`src/rtl/rtc_wake_pkg.sv`:
```
package rtc_wake_pkg;
  localparam int CfgW      = 8;
  localparam int BitRem    = 0;
  localparam int BitPorOff = 1;
  localparam int BitPorOn  = 2;
  localparam int BitXtal   = 7;
  localparam logic [CfgW-1:0] CfgMask =
    CfgW'((1 << BitRem) | (1 << BitPorOff) | (1 << BitPorOn) | (1 << BitXtal));

  typedef struct packed {
    logic xtal_6pf;
    logic por_on;
    logic por_off;
    logic rem_en;
  } wake_cfg_t;

  typedef enum logic {
    DRV_FLOAT = 1'b0,
    DRV_LOW   = 1'b1
  } drv_e;
endpackage

```
`src/rtl/rtc_wake_cfg.sv`:
```
module rtc_wake_cfg
  import rtc_wake_pkg::*;
#(
  parameter int              W    = CfgW,
  parameter logic [W-1:0]    MASK = CfgMask
) (
  input  logic              clk_i,
  input  logic              rst_ni,
  input  logic              we_i,
  input  logic [W-1:0]      wdata_i,
  output logic [W-1:0]      rdata_o,
  output wake_cfg_t         cfg_o
);
  logic [W-1:0] cfg_q;

  always_ff @(posedge clk_i or negedge rst_ni) begin
    if (!rst_ni)   cfg_q <= '0;
    else if (we_i) cfg_q <= wdata_i & MASK;
  end

  assign rdata_o        = cfg_q;
  assign cfg_o.rem_en   = cfg_q[BitRem];
  assign cfg_o.por_off  = cfg_q[BitPorOff];
  assign cfg_o.por_on   = cfg_q[BitPorOn];
  assign cfg_o.xtal_6pf = cfg_q[BitXtal];


  wr_mask_chk: assert property (@(posedge clk_i) disable iff (!rst_ni)
    we_i |=> (rdata_o == ($past(wdata_i) & MASK)));

  cfg_hold_chk: assert property (@(posedge clk_i) disable iff (!rst_ni)
    !we_i |=> $stable(rdata_o));
endmodule

```
`src/rtl/rtc_wake_pend.sv`:
```
module rtc_wake_pend (
  input  logic clk_i,
  input  logic rst_ni,
  input  logic rem_en_i,
  input  logic sby_ok_i,
  input  logic alarm_i,
  input  logic ack_i,
  output logic pend_o,
  output logic pwr_back_o
);
  logic pend_q, ok_q;
  logic set_pend;

  assign set_pend = alarm_i && !sby_ok_i && rem_en_i;

  always_ff @(posedge clk_i or negedge rst_ni) begin
    if (!rst_ni) begin
      pend_q <= 1'b0;
      ok_q   <= 1'b0;
    end else begin
      ok_q <= sby_ok_i;
      if (set_pend)   pend_q <= 1'b1;
      else if (ack_i) pend_q <= 1'b0;
    end
  end

  assign pend_o     = pend_q;
  assign pwr_back_o = sby_ok_i && !ok_q;


  pend_set_chk: assert property (@(posedge clk_i) disable iff (!rst_ni)
    (alarm_i && !sby_ok_i && rem_en_i) |=> pend_o);

  pend_block_chk: assert property (@(posedge clk_i) disable iff (!rst_ni)
    (!pend_o && (sby_ok_i || !rem_en_i)) |=> !pend_o);

  pend_ack_chk: assert property (@(posedge clk_i) disable iff (!rst_ni)
    (ack_i && !alarm_i) |=> !pend_o);

  pend_keep_chk: assert property (@(posedge clk_i) disable iff (!rst_ni)
    (pend_o && !ack_i) |=> pend_o);
endmodule

```
`src/rtl/rtc_wake_drive.sv`:
```
module rtc_wake_drive
  import rtc_wake_pkg::*;
(
  input  logic clk_i,
  input  logic rst_ni,
  input  logic por_i,
  input  logic por_off_i,
  input  logic por_on_i,
  input  logic ack_i,
  input  logic pend_i,
  input  logic pwr_back_i,
  output logic pwr_on_n_o,
  output logic pwr_on_oe_o
);
  drv_e drv_q, drv_d;

  // Off control wins over on control; a reset pulse outranks the acknowledge.
  always_comb begin
    drv_d = drv_q;
    if (por_i && por_off_i)         drv_d = DRV_FLOAT;
    else if (por_i && por_on_i)     drv_d = DRV_LOW;
    else if (ack_i)                 drv_d = DRV_FLOAT;
    else if (pend_i && pwr_back_i)  drv_d = DRV_LOW;
  end

  always_ff @(posedge clk_i or negedge rst_ni) begin
    if (!rst_ni) drv_q <= DRV_FLOAT;
    else         drv_q <= drv_d;
  end

  assign pwr_on_oe_o = (drv_q == DRV_LOW);
  assign pwr_on_n_o  = (drv_q != DRV_LOW);


  por_off_chk: assert property (@(posedge clk_i) disable iff (!rst_ni)
    (por_i && por_off_i) |=> !pwr_on_oe_o);

  por_on_chk: assert property (@(posedge clk_i) disable iff (!rst_ni)
    (por_i && por_on_i && !por_off_i) |=> (pwr_on_oe_o && !pwr_on_n_o));

  por_idle_chk: assert property (@(posedge clk_i) disable iff (!rst_ni)
    (por_i && !por_on_i && !por_off_i && !ack_i && !(pend_i && pwr_back_i))
    |=> $stable(pwr_on_oe_o));

  wake_back_chk: assert property (@(posedge clk_i) disable iff (!rst_ni)
    (pend_i && pwr_back_i && !por_i && !ack_i) |=> pwr_on_oe_o);

  ack_rel_chk: assert property (@(posedge clk_i) disable iff (!rst_ni)
    (ack_i && !por_i) |=> (!pwr_on_oe_o && pwr_on_n_o));
endmodule

```
`src/rtl/rtc_wake_ctrl.sv`:
```
module rtc_wake_ctrl
  import rtc_wake_pkg::*;
#(
  parameter int W = CfgW
) (
  input  logic         clk_i,
  input  logic         rst_ni,
  input  logic         cfg_we_i,
  input  logic [W-1:0] cfg_wdata_i,
  output logic [W-1:0] cfg_rdata_o,
  input  logic         sby_ok_i,
  input  logic         sby_por_i,
  input  logic         alarm_hit_i,
  input  logic         wake_ack_i,
  output logic         pwr_on_n_o,
  output logic         pwr_on_oe_o,
  output logic         xtal_sel_o
);
  wake_cfg_t cfg;
  logic      pend, pwr_back;

  rtc_wake_cfg #(.W(W), .MASK(W'(CfgMask))) u_cfg (
    .clk_i   (clk_i),
    .rst_ni  (rst_ni),
    .we_i    (cfg_we_i),
    .wdata_i (cfg_wdata_i),
    .rdata_o (cfg_rdata_o),
    .cfg_o   (cfg)
  );

  rtc_wake_pend u_pend (
    .clk_i      (clk_i),
    .rst_ni     (rst_ni),
    .rem_en_i   (cfg.rem_en),
    .sby_ok_i   (sby_ok_i),
    .alarm_i    (alarm_hit_i),
    .ack_i      (wake_ack_i),
    .pend_o     (pend),
    .pwr_back_o (pwr_back)
  );

  rtc_wake_drive u_drive (
    .clk_i       (clk_i),
    .rst_ni      (rst_ni),
    .por_i       (sby_por_i),
    .por_off_i   (cfg.por_off),
    .por_on_i    (cfg.por_on),
    .ack_i       (wake_ack_i),
    .pend_i      (pend),
    .pwr_back_i  (pwr_back),
    .pwr_on_n_o  (pwr_on_n_o),
    .pwr_on_oe_o (pwr_on_oe_o)
  );

  assign xtal_sel_o = cfg.xtal_6pf;


  xtal_map_chk: assert property (@(posedge clk_i) disable iff (!rst_ni)
    cfg_we_i |=> (xtal_sel_o == $past(cfg_wdata_i[BitXtal])));
endmodule

```
`config.mk`:
```
export PLATFORM = sky130hd
export DESIGN_NAME = rtc_wake_ctrl
export DESIGN_NICKNAME = d
export VERILOG_FILES = /design/src/rtl/rtc_wake_pkg.sv /design/src/rtl/rtc_wake_cfg.sv /design/src/rtl/rtc_wake_pend.sv /design/src/rtl/rtc_wake_drive.sv /design/src/rtl/rtc_wake_ctrl.sv
export SDC_FILE = /design/constraint.sdc
export NUM_CORES = 1
export LEC_CHECK = 0
export CAP_MARGIN = 25
export CORE_AREA = 3 3 40 42
export DETAILED_ROUTE_END_ITERATION = 10
export DIE_AREA = 0 0 43 45
export GPL_TIMING_DRIVEN = 0
export HOLD_SLACK_MARGIN = 0.02
export PLACE_DENSITY = 0.67
export SLEW_MARGIN = 20
export SYNTH_ARGS = -nofsm -noshare
export SYNTH_HDL_FRONTEND = slang
export SYNTH_SLANG_ARGS = --single-unit
```
`constraint.sdc`:
```
create_clock -name clk_i -period 0.96 [get_ports clk_i]
set_input_delay 0.288 -clock clk_i [delete_from_list [all_inputs] [get_ports clk_i]]
set_output_delay 0.288 -clock clk_i [all_outputs]
set_load 0.01 [all_outputs]
```
Word level (Yosys, flattened, before mapping)
Cells that the tools add are included.
Word-level totals
  bits in registers: 7
  bits of input ports: 15
  word-level logic and storage cells: 21
Cells by class
  mux-type cells: 6
  bitwise logic cells: 1
  reductions and logical operators: 10
Operators with widths (number)
  1-bit logical AND: 6
  1-bit 2-to-1 mux: 6
  4-bit nonzero test: 1
  1-bit zero test: 2
  2-bit nonzero test: 1
  1-bit NOT: 1

Longest topological paths before layout
  word-level depth: 7
  gate-level depth with buffers: 2
  mapped depth without buffers: 2

Cells and area by module
A second synthesis with hierarchy kept.
Unflattened totals
  cells, all modules: 29
  area, all modules: 342.8 um2
By module, submodules not included
  rtc_wake_cfg: times used 1, cells an instance 17, area an instance 209.0 um2
  rtc_wake_pend: times used 1, cells an instance 6, area an instance 78.8 um2
  rtc_wake_drive: times used 1, cells an instance 6, area an instance 55.1 um2

Worst setup path before layout
OpenSTA, ideal clock, no wires.
  path kind: register -> output
  start: register u_cfg.cfg_q[7] (netlist: u_cfg.rdata_o[7])
  end: output port cfg_rdata_o[7]
  data arrival time: 0.548 ns
  data required time: 0.672 ns
  slack: 0.124 ns
  stages on the path, launching flop included: 2
  path buffers: 1
  path through: dfrtp_1 -> buf_4
RTL lines
  start, declared: line rtc_wake_cfg.sv:14  | logic [W-1:0] cfg_q;
  start signal, assigned: line rtc_wake_cfg.sv:18  | else if (we_i) cfg_q <= wdata_i & MASK;
  end, declared: line rtc_wake_ctrl.sv:10  | output logic [W-1:0] cfg_rdata_o,
No word-level cell between the ends.

Final worst setup path
  start: register u_cfg.cfg_q[7] (netlist: u_cfg.rdata_o[7])
  end: output port cfg_rdata_o[7]
No word-level cell between the ends.

==> reports/metrics.csv <==
stage,metric,value,unit
synth,synth_seq_cells,7,
route,antenna_left,0,
grt,grt_overflow,0,
clock_tree,cts_tree,yes,
placement,dp_slack,-0.375,ns
synth,synth_common_cells,"buf_4, dfrtp_1, mux2_1, inv_1",
grt,grt_pass1_wl,993,um
sta,post-route-min-period,1.16,ns
critical_path,startpoint,u_cfg.rdata_o[7],
route,num_vias,263,
synth,ys_warn_count,0,
synth,synth_top_area_cell,dfrtp_1,
floorplanning,core,0.00128,mm^2
clock_tree,clk_latency,0.25,ns
layout,drive_above_1_share,0.365,
route,vias_per_cell,3.93,
grt,grt_max_degree,8,
critical_path,regToRegSetupSlack,0.04,ns
sta,finalHoldViolCount,0,
sta,clock_skew,0.00241,ns
worst_hold_path,whs_endpoint,u_pend.pend_o,
floorplanning,initial_core_util,0.260,
synth,yosysSeqAreaShare,0.524,
critical_path,crit_path_start_kind,flop,
sta,fmax,862,MHz
grt,grt_pass1_vias,244,
layout,layout.cells.non_filler,67,
critical_path,criticalPathCategory,flop to output pin,
route,wl,648,um
clock_tree,cts_buffers,3,
clock_tree,cts-root-buf,clkbuf_4,
critical_path,required,0.67,ns
clock_tree,path_clk_slew,0.05,ns
run_status,violations,negative setup slack,
floorplanning,core.rowCount,13,
floorplanning,die_area,0.00194,mm^2
clock_tree,cts.sinks,7,
placement,port-buffer-count,17,
layout,final_core_util,0.432,
worst_hold_path,hold_start,wake_ack_i,
clock_tree,htreeDepth,1,
route,avgRoutedWirePerCell,9.67,um
synth,syn_avg_cell_area,11.9,um^2
critical_path,arrival,0.87,ns
power,ir_drop,0.654,mV
synth,synthCells,28,
placement,gp_congestion,0.629,
layout,synthToLayoutAreaGrowth,66.3,%
synth,yosysMostFrequentCell,buf_4,
run_status,status,"complete, but fails checks",
synth,ys.flop_type,dfrtp_1,
power,powerDensity,1450,mW/mm^2
placement,dp_hpwl,508,um
synth,synth-async-reset-ratio,1.00,
worst_hold_path,hp-class,input port to flop,
critical_path,crit_fanout,3,
flow_run,drv_cap,0,
critical_path,end_kind,output pin,
critical_path,r2r_end,u_cfg.rdata_o[0],
worst_hold_path,min_path_cells,2,
sta,holdWs,0.282,ns
power,p_leak,0.272,nW
grt,antenna_found_initial,0,
route,dr.pass1.iters,2,
synth,synth_area_leaders,"dfrtp_1, buf_4, mux2_1",
sta,setup_viol,7,
synth,netlist.area_leader.share,0.524,
sta,fin_crit_sh,1.21,
layout,antenna_cells,0,
route,drtIter0Drc,2,
critical_path,reg2reg_depth,2,
sta,rsz0062_at_grt,true,
sta,finalMaxSlewViolations,0,
floorplanning,die_w,43,um
floorplanning,io_pins,26,
synth,syn_area,334,um^2
power,power,806,uW
critical_path,worstReg2RegStart,u_cfg.rdata_o[0],
grt,grt_use_total,0.0798,
layout,nNetsFinal,68,
synth,synth_cell_types,12,
synth,synth_edf_count,0,
clock_tree,ctsLongestPathBuffers,2,
route,route.detailed.drc,0,
sta,layout_setup_ws,-0.201,ns
floorplanning,die_y,45,um
placement,dp.cells,63,
-- repair_timing --
action | 4_1_cts | 5_1_grt
setup endpoints to repair | 12 | 8
buffers inserted | 3 | 0
hold buffers | 0 | 0
gates resized for setup | 34 | 1
pin swaps | 1 | 1
-- final cells by class --
| cell class | count | area [um^2] |
|---|---|---|
| fillers | 143 | 729 |
| repair buffers | 20 | 184 |
| flip-flops and latches | 7 | 175 |
| multi-input cells | 14 | 103 |
| plain buffers | 5 | 41.3 |
| clock buffers | 4 | 26.3 |
| well taps | 15 | 18.8 |
| inverters | 2 | 7.51 |
-- per-layer routing --
metal | track usage | share of wire
met5 | 0 | 0
met4 | 0.0723 | 0
met3 | 0.0637 | 0.14
met2 | 0.105 | 0.47
met1 | 0.0792 | 0.39
-- worst max-delay path: stages, from the launching register on --
cell,delay (ns)
dfrtp_1,0.40
buf_6,0.12
buf_6,0.11
-- per-stage QoR --
step,cell area [um^2],setup TNS [ns]
2_1_floorplan,345,0
3_3_place_gp,534,-3.68
3_5_place_dp,534,-3.77
4_1_cts,553,-0.948
5_1_grt,556,-1.14
6_report,556,-0.828
-- worst max path at each step --
stage,cells after the start,slack (ns),endpoint
2_1_floorplan,1,0.12,cfg_rdata_o[7]
3_3_place_gp,2,-0.37,u_cfg.rdata_o[1]
3_5_place_dp,2,-0.37,u_cfg.rdata_o[1]
4_1_cts,2,-0.21,cfg_rdata_o[7]
5_1_grt,2,-0.24,cfg_rdata_o[7]
6_report,2,-0.20,cfg_rdata_o[7]
-- power by group --
group          switching, mW  leakage (nW)  internal (mW)
clock network          0.108        0.0150          0.159
logic                 0.0689         0.173          0.127
registers             0.0193        0.0842          0.324
total                  0.196         0.272          0.610
-- flip-flops by register name, indices dropped and copies added, names as in the netlist --
register and flops:
u_pend.ok_q 1, u_pend.pend_o 1, u_drive.pwr_on_oe_o 1, u_cfg.rdata_o 4
-- cells in the final DEF, fill, tap and decap left out, types with 2 or more instances in the layout --
cell / instances
buf_4: 7
clkdlybuf4s50_1: 8
buf_6: 5
inv_1: 2
clkbuf_4: 3
conb_1: 4
dfrtp_1: 7
mux2_1: 3
buf_2: 3
-- cell families after synthesis --
logic type	count (synthesis)	synth area share
compound gates	2	0.0412
buf+inv	10	0.202
flops	7	0.524
mux	4	0.135
other cells	1	0.0112
simple gates	4	0.0861
Note: power is estimated with default switching activity, not from simulation.
